File: src/rtl/ipi_pkg.sv
package ipi_pkg;
  // command word field positions
  localparam int ACT_LSB = 16;
  localparam int ACT_W   = 2;
  localparam int TGT_LSB = 8;

  typedef enum logic [1:0] {
    ACT_POST   = 2'd0,
    ACT_RESET  = 2'd1,
    ACT_HALT   = 2'd2,
    ACT_RESUME = 2'd3
  } act_e;

  typedef struct packed {
    logic go_post;
    logic go_reset;
    logic go_halt;
    logic go_resume;
    logic bad_vec;
  } cmd_t;
endpackage

File: src/rtl/ipi_decode.sv
module ipi_decode
  import ipi_pkg::*;
#(
  parameter int NCPU    = 32,
  parameter int CPU_W   = 5,
  parameter int VEC_W   = 6,
  parameter int DATA_W  = 32,
  parameter int POR_VEC = 1
) (
  input  logic              wr_en,
  input  logic [DATA_W-1:0] wr_data,
  input  logic [CPU_W:0]    cpus_present,
  output cmd_t              cmd,
  output logic [CPU_W-1:0]  tgt,
  output logic [VEC_W-1:0]  vec
);
  localparam logic [CPU_W:0] NCPU_L = (CPU_W+1)'(NCPU);

  act_e act;
  logic tgt_ok;

  always_comb begin
    act    = act_e'(wr_data[ACT_LSB +: ACT_W]);
    tgt    = wr_data[TGT_LSB +: CPU_W];
    vec    = wr_data[VEC_W-1:0];
    tgt_ok = wr_en && ({1'b0, tgt} < cpus_present) && ({1'b0, tgt} < NCPU_L);
    cmd    = '0;
    if (tgt_ok) begin
      unique case (act)
        ACT_POST:   cmd.go_post   = 1'b1;
        ACT_RESET:  begin
          if (vec == VEC_W'(POR_VEC)) cmd.go_reset = 1'b1;
          else                        cmd.bad_vec  = 1'b1;
        end
        ACT_HALT:   cmd.go_halt   = 1'b1;
        ACT_RESUME: cmd.go_resume = 1'b1;
        default:    cmd = '0;
      endcase
    end
  end
endmodule

File: src/rtl/ipi_lane.sv
module ipi_lane
  import ipi_pkg::*;
#(
  parameter int CPU_W = 5,
  parameter int IDX   = 0
) (
  input  logic             clk,
  input  logic             rst,
  input  cmd_t             cmd,
  input  logic [CPU_W-1:0] tgt,
  output logic             post_q,
  output logic             reset_q,
  output logic             halt_q,
  output logic             act_q
);
  logic sel;
  logic act_pend;

  assign sel = (tgt == CPU_W'(IDX));

  always_ff @(posedge clk) begin
    if (rst) begin
      post_q   <= 1'b0;
      reset_q  <= 1'b0;
      halt_q   <= 1'b0;
      act_q    <= 1'b0;
      act_pend <= 1'b0;
    end else begin
      post_q   <= sel & cmd.go_post;
      reset_q  <= sel & cmd.go_reset;
      halt_q   <= sel & cmd.go_halt;
      act_pend <= sel & cmd.go_reset;
      act_q    <= (sel & cmd.go_resume) | act_pend;
    end
  end
endmodule

File: src/rtl/ipi_dispatch.sv
module ipi_dispatch
  import ipi_pkg::*;
#(
  parameter int NCPU    = 32,
  parameter int CPU_W   = 5,
  parameter int VEC_W   = 6,
  parameter int DATA_W  = 32,
  parameter int POR_VEC = 1
) (
  input  logic              clk,
  input  logic              rst,
  input  logic              wr_en,
  input  logic [DATA_W-1:0] wr_data,
  input  logic [CPU_W:0]    cpus_present,
  output logic [NCPU-1:0]   post_valid,
  output logic [VEC_W-1:0]  post_vec,
  output logic [NCPU-1:0]   reset_req,
  output logic [NCPU-1:0]   halt_req,
  output logic [NCPU-1:0]   activate_req,
  output logic              cmd_err
);
  cmd_t             cmd;
  logic [CPU_W-1:0] tgt;
  logic [VEC_W-1:0] vec;

  ipi_decode #(
    .NCPU(NCPU), .CPU_W(CPU_W), .VEC_W(VEC_W),
    .DATA_W(DATA_W), .POR_VEC(POR_VEC)
  ) u_dec (
    .wr_en(wr_en), .wr_data(wr_data), .cpus_present(cpus_present),
    .cmd(cmd), .tgt(tgt), .vec(vec)
  );

  for (genvar i = 0; i < NCPU; i++) begin : g_lane
    ipi_lane #(.CPU_W(CPU_W), .IDX(i)) u_lane (
      .clk(clk), .rst(rst), .cmd(cmd), .tgt(tgt),
      .post_q(post_valid[i]), .reset_q(reset_req[i]),
      .halt_q(halt_req[i]), .act_q(activate_req[i])
    );
  end

  always_ff @(posedge clk) begin
    if (rst) begin
      post_vec <= '0;
      cmd_err  <= 1'b0;
    end else begin
      post_vec <= cmd.go_post ? vec : '0;
      cmd_err  <= cmd.bad_vec;
    end
  end
endmodule

File: config.mk
export PLATFORM = sky130hd
export DESIGN_NAME = ipi_dispatch
export DESIGN_NICKNAME = d
export VERILOG_FILES = /design/src/rtl/ipi_pkg.sv /design/src/rtl/ipi_decode.sv /design/src/rtl/ipi_lane.sv /design/src/rtl/ipi_dispatch.sv
export SDC_FILE = /design/constraint.sdc
export NUM_CORES = 1
export LEC_CHECK = 0
export ABC_AREA = 1
export BUFFER_PORTS_ARGS = -buffer_cell sky130_fd_sc_hd__buf_2
export CORE_MARGIN = 2
export CORE_UTILIZATION = 50
export DETAILED_ROUTE_END_ITERATION = 12
export GPL_TIMING_DRIVEN = 0
export HOLD_SLACK_MARGIN = 0.05
export MAX_ROUTING_LAYER = met4
export PLACE_DENSITY = 0.82
export SYNTH_ARGS = -nofsm -noshare
export SYNTH_HDL_FRONTEND = slang
export SYNTH_SLANG_ARGS = --single-unit
File: constraint.sdc
create_clock -name clk -period 1.7 [get_ports clk]
set_input_delay 0.085 -clock clk [delete_from_list [all_inputs] [get_ports clk]]
set_output_delay 0.085 -clock clk [all_outputs]
set_load 0.01 [all_outputs]
==> flow_summary.ini <==
[synthesis]
ys.warnings.count = 0
synth_top_cell_by_area = dfxtp_1
synth_nets = 695
ys_types = 14
ys_ff_latch = 135
avgSynthCellArea_sq_um = 8.177
yosysSeqAreaShare_pct = 50.85
synthCells = 650
synth_area_sq_um = 5315
synth_area_leaders = dfxtp_1, buf_4, nor2_1, nand2_1, inv_1
synth_top_area_share_pct = 50.85

[grt]
antenna_found_initial = 0
grt-ovfl-total = 0
grt_max_degree = 17
grt_pass1_wl_mm = 21.46
grt_pass1_vias = 4415
grt_use_total_pct = 24.89

[setup_path]
path_class = input port to flip-flop
regToRegEndpoint = g_lane[3].u_lane.act_q
path_delay_family = buffers and inverters
crit_chain = dlygate4sd3_1 -> buf_2 -> nand2_1 -> a21oi_4 -> clkbuf_4 -> nand3_1 -> nor2_1 -> dlygate4sd3_1
r2r_slack_ps = 1130
startpoint_type = input port
crit_path_frequent_cell = dlygate4sd3_1
cp.arrival_ps = 2070
crit_path_max_fanout = 10
cp_slowest_cell = dlygate4sd3_1
cp-end-kind = flip-flop
required_ps = 2150
slowest_delay_ps = 540
path_buf_inv = 4
r2r_cells = 2
r2r-start = g_lane[3].u_lane.reset_q

[sta]
finClkSkew_ps = 4.756
min_period_ps = 1615
rsz0062_at_grt = no
fmax_mhz = 619.1
maxSlewViolCount = 0
hold_ws_ps = 64.04
hold_violations = 0
period_share_pct = 95.02
finalWorstSetupSlack_ps = 84.71
slew_headroom_pct = 48.32
setup_viol = 0
tightest_slew_ps = 772.3

[clocking]
cts_tree = done
insertion_delay_ps = 510
cts_setup_buffers = 0
clkSlewWorstSetupHoldPaths_ps = 60
clockBufferDepth = 2
htree_levels = 4
cts_root_buf = clkbuf_8
clock-sinks = 135
cts_buffers = 17

[pwr]
cell_internal_pwr_uw = 5263
combPwrFrac_pct = 4.5
cellLeakagePower_uw = 0.003647
switching_share_pct = 23.35
clkPwrFrac_pct = 49.3
switching_power_uw = 1604
power_density_nw_per_um2 = 985.4
vdd_drop_max_uv = 560.7
p_seq_share_pct = 46.2

[drt]
top_layer_used = met4
wl_met2_mm = 6.450
wl_met1_mm = 5.549
met3_length_um = 898
drtPass1Iterations = 4
num_vias = 4506
avgRoutedWirePerCell_um = 13.31
vias_per_cell = 4.565
ant_nets = 0
drt-initial-drc-count = 192
wl_mm = 13.14
drc = 0

[layout]
final_area_sq_um = 6968
insertedDiodeCount = 0
n_fill_cell = 869
layout_common_cells = buf_2, nor2_1, dfxtp_1, buf_4, nand2_1
drive_gt1_share_pct = 39.01
nets = 883
multi_input_area_sq_um = 1321
stdcell_count = 987
register_area_sq_um = 2703
layout_commonest_cell = buf_2
area.growth.synth_to_final_pct = 31.10
finish.utilization_pct = 67.49

[placement]
place_area_sq_um = 6261
portBuffers = 155
gp_congestion = 0.8766
hpwl_mm = 9.219
dp_cells = 941
pre_cts_ws_ps = -62.43

[hold_path]
hold_depth = 4
whs_endpoint = g_lane[29].u_lane.post_q
min_from = wr_data[9]
hold_class = input port to flip-flop

[floorplan]
core.rowCount = 37
core_area_sq_um = 10320
start_util_pct = 51.48
die_w_um = 107.1
fp.dieH_um = 107.1
ios = 176
dieArea_sq_um = 11470

[run]
maxCapViolCount = 0

[outcome]
outcome = finished, final reports clean
metrics by stage:
| stage | total power (uW) | TNS, ps |
|---|---|---|
| floorplan | 3406 | 0 |
| global placement | 3511 | -22.88 |
| detailed placement | 3517 | -408.5 |
| CTS | 6896 | 0 |
| global route | 7101 | 0 |
| finish | 6866 | 0 |
area by class of cell:
| type | instances | area share [%] |
|---|---|---|
| Buffer | 157 | 15.69 |
| Clock buffer | 20 | 6.249 |
| Clock inverter | 12 | 1.706 |
| Inverter | 56 | 3.017 |
| Multi-Input combinational cell | 302 | 18.96 |
| Sequential cell | 135 | 38.79 |
| Tap cell | 136 | 2.442 |
| Timing Repair Buffer | 169 | 13.14 |
cells in the mapped netlist, drive strengths merged:
cell      n
a21oi     1
buf     144
clkbuf   13
dfxtp   135
ha        4
inv      56
nand2    80
nand3    35
nand4    33
nor2    148
nor3      1
repair_timing:
item,4_1_cts,5_1_grt
resized for setup,0,5
endpoints found under the setup margin,0,25
hold buffers,14,0
endpoints found under the hold margin,15,0
power by group through the flow:
stage	sequential [uW]	combinational, uW	clock (uW)
after global routing	3170	342	3590
after CTS	3170	302	3420
after global placement	3240	269	0
after detailed placement	3240	274	0
final	3170	310	3380
after floorplan	3240	163	0
flip-flops by register name, indices dropped and copies added, names as in the netlist:
signal,cells
g_lane.u_lane.halt_q,32
cmd_err,1
g_lane.u_lane.act_q,32
g_lane.u_lane.act_pend,1
post_vec,6
g_lane.u_lane.reset_q,31
g_lane.u_lane.post_q,32
worst min-delay path, cell delays in order:
cell	delay, ps
buf_2	150
nor2_2	130
nand3_1	110
nor2_1	50
how the worst max path moves through the flow:
stage / startpoint / endpoint / slack [ps] / depth (start not counted)
floorplan: cpus_present[3] / g_lane[16].u_lane.post_q / 430 / 9
global placement: wr_data[11] / g_lane[21].u_lane.act_q / -10 / 8
detailed placement: wr_data[11] / g_lane[21].u_lane.act_q / -60 / 8
CTS: wr_data[11] / g_lane[15].u_lane.act_q / 80 / 9
global route: wr_en / cmd_err / 4 / 8
finish: wr_en / cmd_err / 80 / 8
routing by layer:
metal,vias to the layer above,GRT usage (%)
li1,2250,-
met1,2065,29.25
met2,163,41.68
met3,28,6.079
met4,0,8.627
met5,-,-
cell families after synthesis:
group	share of synthesized area [%]
buffers and inverters	24.48
adders and majority gates	0.9417
and+or+nand+nor	23.42
DFF	50.85
AOI/OAI and AO/OA	0.3061
Note: power is estimated with default switching activity, not from simulation.
